[config.mk]
export PLATFORM = sky130hd
export DESIGN_NAME = serial_rx
export DESIGN_NICKNAME = d
export VERILOG_FILES = /design/src/rtl/rx_pkg.sv /design/src/rtl/rx_sync.sv /design/src/rtl/rx_frame.sv /design/src/rtl/rx_fifo.sv /design/src/rtl/serial_rx.sv
export SDC_FILE = /design/constraint.sdc
export NUM_CORES = 1
export LEC_CHECK = 0
export BUFFER_PORTS_ARGS = -buffer_cell sky130_fd_sc_hd__buf_2
export CORE_ASPECT_RATIO = 1.25
export CORE_UTILIZATION = 62
export DETAILED_ROUTE_END_ITERATION = 7
export HOLD_SLACK_MARGIN = 0.03
export MAX_ROUTING_LAYER = met4
export PLACE_DENSITY_LB_ADDON = 0.12
export SLEW_MARGIN = 20
export SYNTH_ARGS = -nofsm -noshare
export SYNTH_HDL_FRONTEND = slang
export SYNTH_HIERARCHICAL = 1
export SYNTH_SLANG_ARGS = --single-unit
[constraint.sdc]
create_clock -name clk -period 3.6 [get_ports clk]
set_input_delay 0.72 -clock clk [delete_from_list [all_inputs] [get_ports clk]]
set_output_delay 0.72 -clock clk [all_outputs]
set_load 0.01 [all_outputs]
[src/rtl/rx_pkg.sv]
package rx_pkg;

  localparam logic [2:0] PM_NONE = 3'd0;
  localparam logic [2:0] PM_EVEN = 3'd1;
  localparam logic [2:0] PM_ODD  = 3'd2;
  localparam logic [2:0] PM_ZERO = 3'd3;
  localparam logic [2:0] PM_ONE  = 3'd4;

  typedef struct packed {
    logic       addr;
    logic       brk;
    logic       ferr;
    logic       perr;
    logic [7:0] data;
  } rx_ent_t;

  localparam int ENT_W = $bits(rx_ent_t);

endpackage

[src/rtl/rx_sync.sv]
module rx_sync #(
  parameter int STAGES = 2
) (
  input  logic clk,
  input  logic rst,
  input  logic din,
  output logic dout
);
  logic [STAGES-1:0] sr;

  always_ff @(posedge clk) begin
    if (rst) sr <= '1;
    else     sr <= {sr[STAGES-2:0], din};
  end

  assign dout = sr[STAGES-1];
endmodule

[src/rtl/rx_frame.sv]
module rx_frame
  import rx_pkg::*;
#(
  parameter int OSR = 16
) (
  input  logic       clk,
  input  logic       rst,
  input  logic       tick,
  input  logic       rx,
  input  logic [1:0] cfg_len,
  input  logic [2:0] cfg_par,
  input  logic       cfg_mdrop,
  output logic       done,
  output rx_ent_t    ent,
  output logic       brk_evt
);
  localparam int CW = $clog2(OSR);
  localparam logic [CW-1:0] MID  = CW'(OSR/2 - 1);
  localparam logic [CW-1:0] LAST = CW'(OSR - 1);

  typedef enum logic [2:0] {S_IDLE, S_START, S_DATA, S_NINTH, S_STOP, S_BRKW} st_t;

  st_t          st;
  logic [CW-1:0] cnt;
  logic [2:0]   bidx;
  logic [7:0]   data_q;
  logic         nb_q;
  logic         has9, perr_c, is_brk, last_bit, par_mode;

  assign par_mode = (cfg_par == PM_EVEN) || (cfg_par == PM_ODD) ||
                    (cfg_par == PM_ZERO) || (cfg_par == PM_ONE);
  assign has9     = cfg_mdrop || par_mode;
  assign last_bit = (bidx == (3'(cfg_len) + 3'd4));
  assign is_brk   = (data_q == 8'h00) && !(has9 && nb_q) && !rx;

  always_comb begin
    perr_c = 1'b0;
    if (!cfg_mdrop) begin
      case (cfg_par)
        PM_EVEN: perr_c = (^data_q) ^ nb_q;
        PM_ODD:  perr_c = ~((^data_q) ^ nb_q);
        PM_ZERO: perr_c = nb_q;
        PM_ONE:  perr_c = ~nb_q;
        default: perr_c = 1'b0;
      endcase
    end
  end

  always_ff @(posedge clk) begin
    if (rst) begin
      st      <= S_IDLE;
      cnt     <= '0;
      bidx    <= '0;
      data_q  <= '0;
      nb_q    <= 1'b0;
      done    <= 1'b0;
      ent     <= '0;
      brk_evt <= 1'b0;
    end else begin
      done    <= 1'b0;
      brk_evt <= 1'b0;
      case (st)
        S_IDLE: if (tick && !rx) begin
          st  <= S_START;
          cnt <= '0;
        end
        S_START: if (tick) begin
          if (cnt == MID) begin
            cnt    <= '0;
            bidx   <= '0;
            data_q <= '0;
            nb_q   <= 1'b0;
            st     <= rx ? S_IDLE : S_DATA;
          end else cnt <= cnt + 1'b1;
        end
        S_DATA: if (tick) begin
          if (cnt == LAST) begin
            cnt          <= '0;
            data_q[bidx] <= rx;
            if (last_bit) st <= has9 ? S_NINTH : S_STOP;
            else          bidx <= bidx + 1'b1;
          end else cnt <= cnt + 1'b1;
        end
        S_NINTH: if (tick) begin
          if (cnt == LAST) begin
            cnt  <= '0;
            nb_q <= rx;
            st   <= S_STOP;
          end else cnt <= cnt + 1'b1;
        end
        S_STOP: if (tick) begin
          if (cnt == LAST) begin
            cnt  <= '0;
            done <= 1'b1;
            if (is_brk) begin
              ent     <= '{addr: 1'b0, brk: 1'b1, ferr: 1'b0, perr: 1'b0, data: 8'h00};
              brk_evt <= 1'b1;
              st      <= S_BRKW;
            end else begin
              ent <= '{addr: cfg_mdrop & nb_q, brk: 1'b0, ferr: ~rx,
                       perr: has9 & perr_c, data: data_q};
              st  <= S_IDLE;
            end
          end else cnt <= cnt + 1'b1;
        end
        S_BRKW: if (rx) begin
          brk_evt <= 1'b1;
          st      <= S_IDLE;
        end
        default: st <= S_IDLE;
      endcase
    end
  end
endmodule

[src/rtl/rx_fifo.sv]
module rx_fifo #(
  parameter int W     = 12,
  parameter int DEPTH = 16
) (
  input  logic                   clk,
  input  logic                   rst,
  input  logic                   push,
  input  logic [W-1:0]           wdata,
  input  logic                   pop,
  output logic [W-1:0]           rdata,
  output logic                   rvld,
  output logic [$clog2(DEPTH):0] level,
  output logic                   full
);
  localparam int AW = $clog2(DEPTH);
  localparam logic [AW-1:0] TOP = AW'(DEPTH - 1);

  logic [W-1:0]  mem [DEPTH];
  logic [AW-1:0] wp, rp;
  logic          do_push, do_pop;

  assign full    = (level == (AW+1)'(DEPTH));
  assign do_push = push && !full;
  assign do_pop  = pop && (level != '0);

  always_ff @(posedge clk) begin
    if (do_push) mem[wp] <= wdata;
  end

  always_ff @(posedge clk) begin
    if (do_pop) rdata <= mem[rp];
  end

  always_ff @(posedge clk) begin
    if (rst) begin
      wp    <= '0;
      rp    <= '0;
      level <= '0;
      rvld  <= 1'b0;
    end else begin
      rvld <= do_pop;
      if (do_push) wp <= (wp == TOP) ? '0 : wp + 1'b1;
      if (do_pop)  rp <= (rp == TOP) ? '0 : rp + 1'b1;
      case ({do_push, do_pop})
        2'b10:   level <= level + 1'b1;
        2'b01:   level <= level - 1'b1;
        default: level <= level;
      endcase
    end
  end
endmodule

[src/rtl/serial_rx.sv]
module serial_rx
  import rx_pkg::*;
#(
  parameter int OSR   = 16,
  parameter int DEPTH = 16,
  parameter int SYNC  = 2
) (
  input  logic                   clk,
  input  logic                   rst,
  input  logic                   tick16,
  input  logic                   rxd,
  input  logic [1:0]             cfg_len,
  input  logic [2:0]             cfg_par,
  input  logic                   cfg_mdrop,
  input  logic                   cfg_autowake,
  input  logic                   sleep_req,
  input  logic                   rd_en,
  input  logic                   ovr_clr,
  output logic                   rd_vld,
  output logic [7:0]             rd_data,
  output logic                   rd_perr,
  output logic                   rd_ferr,
  output logic                   rd_brk,
  output logic                   rd_addr,
  output logic [$clog2(DEPTH):0] level,
  output logic                   ovr_flag,
  output logic                   brk_evt
);
  logic    rx_s, done, full, keep, asleep, gate;
  rx_ent_t ent, rent;
  logic [ENT_W-1:0] rword;

  rx_sync #(.STAGES(SYNC)) u_sync (.clk(clk), .rst(rst), .din(rxd), .dout(rx_s));

  rx_frame #(.OSR(OSR)) u_frame (
    .clk(clk), .rst(rst), .tick(tick16), .rx(rx_s),
    .cfg_len(cfg_len), .cfg_par(cfg_par), .cfg_mdrop(cfg_mdrop),
    .done(done), .ent(ent), .brk_evt(brk_evt)
  );

  assign gate = cfg_mdrop && cfg_autowake;
  assign keep = !(gate && asleep && !ent.addr);

  always_ff @(posedge clk) begin
    if (rst) begin
      asleep   <= 1'b1;
      ovr_flag <= 1'b0;
    end else begin
      if (sleep_req)                     asleep <= 1'b1;
      else if (done && gate && ent.addr) asleep <= 1'b0;
      if (done && keep && full) ovr_flag <= 1'b1;
      else if (ovr_clr)         ovr_flag <= 1'b0;
    end
  end

  rx_fifo #(.W(ENT_W), .DEPTH(DEPTH)) u_fifo (
    .clk(clk), .rst(rst), .push(done && keep), .wdata(ent),
    .pop(rd_en), .rdata(rword), .rvld(rd_vld), .level(level), .full(full)
  );

  assign rent    = rx_ent_t'(rword);
  assign rd_data = rent.data;
  assign rd_perr = rent.perr;
  assign rd_ferr = rent.ferr;
  assign rd_brk  = rent.brk;
  assign rd_addr = rent.addr;
endmodule

==> impl_metrics.py <==
metrics = {
    "placed_design": {
        "dp_hpwl_um": 13600,
        "gp_congestion": 0.830,
        "io_buffer_count": 33,
        "place_area_um2": 11000,
    },
    "critical_path": {
        "critPathKind": "reg -> reg",
        "crit_arrival_ns": 3.41,
        "endpoint_kind": "flop",
        "worst_setup_path_start_kind": "flop",
        "path_buf_inv": 2,
        "crit_path_cell_trace": "nor4_1, a21boi_2, inv_1, ha_1, inv_1, fa_1, nand2b_1, a21oi_1, mux2i_1, mux2_2",
        "required_ns": 4.00,
        "cp_slowest_cell": "nor4_1",
        "path_delay_family": "simple AND/OR/NAND/NOR gates",
        "cpPeakStageDelay_ns": 0.55,
        "cp_common_cell": "inv_1",
        "cp_max_fo": 8,
    },
    "logic_synthesis": {
        "syn-cell-area_um2": 10600,
        "synth_edf_count": 204,
        "syn_avg_cell_area_um2": 15.7,
        "yosys.area_share.adder_pct": 1.96,
        "netlist_top_cells_count": "204 x edfxtp_1, 54 x nor2_1, 51 x dfxtp_1",
        "yosys.cell_types.count": 63,
        "synth_xor_area_share_pct": 0.993,
        "yosysTopAreaCell": "edfxtp_1",
        "syn_nets": 705,
        "async_reset_ff_share_pct": 0,
        "synthMuxAreaShare_pct": 11.3,
        "synthSimpleGateAreaFrac_pct": 7.84,
        "synth_seq_cells": 255,
        "postSynthCellCount": 675,
        "ys_seq_area_share_pct": 67.5,
        "netlist.area_leader.share_pct": 57.9,
        "synth_top_family_by_area": "multiplexers",
        "ys_warn_count": 6,
        "synthTopCellsByArea": "edfxtp_1 58%, dfxtp_1 9.6%, mux4_2 8.3%",
        "synth-compound-area-share_pct": 7.73,
        "synth_ff_type": "edfxtp_1",
        "yosysMostFrequentCell": "edfxtp_1",
    },
    "pwr": {
        "power.leakage_nw": 4.36,
        "power_density_nw_per_um2": 484,
        "intPower_mw": 4.59,
        "power_mw": 5.70,
        "switching_share_pct": 19.5,
        "comb_power_share_pct": 2.2,
        "seqPwrFrac_pct": 55.6,
        "p_switching_mw": 1.11,
        "irDropWorstVdd_mv": 0.316,
        "power.share.clock_pct": 42.2,
    },
    "sta": {
        "fin_tns_setup_ns": 0,
        "final_hold_viol_count": 0,
        "max_slew.worst_pin.slew_ns": 1.15,
        "finalCriticalPeriod_ns": 3.01,
        "period_share_pct": 83.5,
        "fin_worst_skew_ns": 0.0198,
        "rsz0062_at_grt": "no",
        "hold_slack_ns": 0.392,
        "slew_viol_final": 0,
        "setup_viol": 0,
        "relSlewSlack_pct": 22.9,
        "max_freq_mhz": 333,
    },
    "die": {
        "core.rowCount": 53,
        "pin_count": 34,
        "fp.dieH_um": 148,
        "start_util_pct": 63.1,
        "die_area_um2": 17600,
        "core_um2": 16800,
        "die_w_um": 119,
    },
    "finish": {
        "final_net_count": 749,
        "n_antenna_cell": 0,
        "area_delta_synth_final_pct": 11.2,
        "final_area_um2": 11800,
        "drive_gt1_share_pct": 19.8,
    },
    "drt": {
        "dr.pass1.iters": 5,
        "drt_iter0_markers": 521,
        "drt-total-wl_um": 20900,
        "drc": 0,
        "postRouteAntennaNets": 0,
        "wl_per_cell_um": 21.8,
        "routed_via_density": 6.29,
        "vias": 6010,
    },
    "global_routing": {
        "antenna_found_initial": 0,
        "grt_max_degree": 54,
        "grt_pass1_wl_um": 33300,
        "grt.overflow.total": 0,
        "grt_use_total_pct": 25.6,
        "grt_pass1_vias": 6168,
    },
    "cts": {
        "cts_buffer_depth": 3,
        "cts-buffers-inserted": 23,
        "clock-root-buffer": "clkbuf_16",
        "path_clk_slew_ns": 0.07,
        "holdBufCountCts": 0,
        "post_cts_buffers": 0,
        "cts_tree": "done",
        "htree_levels": 1,
        "insertion_delay_ns": 0.51,
        "clkSinkCount": 255,
        "cts_resized": 0,
    },
    "run": {
        "cap_viol_max_count": 0,
    },
    "status": {
        "status": "completed",
    },
    "min_path": {
        "hp-class": "in -> reg",
    },
}
placed cells by master (no fill, tap or decap), drive strengths merged, types with 3 or more instances in the layout:
master  netlist  final
a311oi        3      3
or4           4      4
nand4         4      4
a211o         3      3
a21oi        21     21
nand3        12     12
clkbuf       21     27
buf          15     55
o21ai        19     19
dfxtp        51     51
a211oi        4      4
nand4b        3      3
nand2        32     32
nand2b        9      9
o211ai        7      7
nor3b         5      5
clkinv        1     10
xor2          6      6
a21o          4      4
mux4         48     48
mux2i         7      7
edfxtp      204    204
xnor2         6      6
nor3          8      8
and2          5      5
ha           15     15
inv          22     23
bufinv        0      3
nand3b        4      4
o31ai         6      6
nor2         54     54
a31oi         3      3
nor2b         7      7
a22oi        33     33
power by group through the flow:
stage	sequential, mW	clock (mW)	combinational, mW
floorplan	3.21	0	0.121
global placement	3.23	0	0.119
detailed placement	3.23	0	0.124
CTS	3.17	2.44	0.125
global route	3.17	2.55	0.140
finish	3.17	2.40	0.126
final timing paths:
check	from	to	slack, ns	cells after the start
worst max-delay path	u_fifo/level[0]	u_fifo/level[4]	0.59	10
worst min-delay path	rxd	u_sync/sr[0]	0.39	2
worst min register to register	u_sync/sr[0]	u_sync/sr[1]	0.42	1
worst max register to register	u_fifo/level[0]	u_fifo/level[4]	0.59	10
layer usage:
metal,GRT usage (%),wire length (um)
met3,3.57,997
met4,7.97,493
met1,31.0,8090
met2,44.9,11300
met5,-,0
stage by stage:
stage / setup WS, ns / utilization [%] / instances
5_1_grt: 0.340 / 70.2 / 956
3_5_place_dp: 0.309 / 65.7 / 914
4_1_cts: 0.601 / 70.2 / 956
2_1_floorplan: 0.571 / - / 675
3_3_place_gp: 0.391 / 65.7 / 914
6_report: 0.593 / 70.2 / 956
final cells by class:
cell class / count / area [um2]
clock buffer: 27 / 591
clock inverter: 15 / 149
inverter: 23 / 86.3
timing repair buffer: 55 / 343
multi-input combinational: 361 / 3180
fill: 1095 / 5000
tap: 220 / 275
sequential: 255 / 7150
state kept, by name, summed over array words and instances (netlist names):
name / cells
u_frame/cnt: 4
u_fifo/rvld: 1
u_frame/nb_q: 1
u_frame/st: 3
u_fifo/rdata: 12
u_frame/brk_evt: 1
u_fifo/wp: 4
u_frame/bidx: 3
u_fifo/mem: 192
u_frame/ent: 12
ovr_flag: 1
u_frame/done: 1
u_fifo/rp: 4
u_frame/data_q: 8
asleep: 1
u_sync/sr: 2
u_fifo/level: 5
kinds of logic (layout without fill, tap and decap cells):
group / Yosys count / after routing
AND/OR/NAND/NOR: 162 / 162
adder cells (fa/ha/maj): 16 / 16
XOR/XNOR: 12 / 12
buffers and inverters: 59 / 120
AO/OA/AOI/OAI: 115 / 115
flip-flops: 255 / 255
multiplexers: 56 / 56
Note: power is estimated with default switching activity, not from simulation.
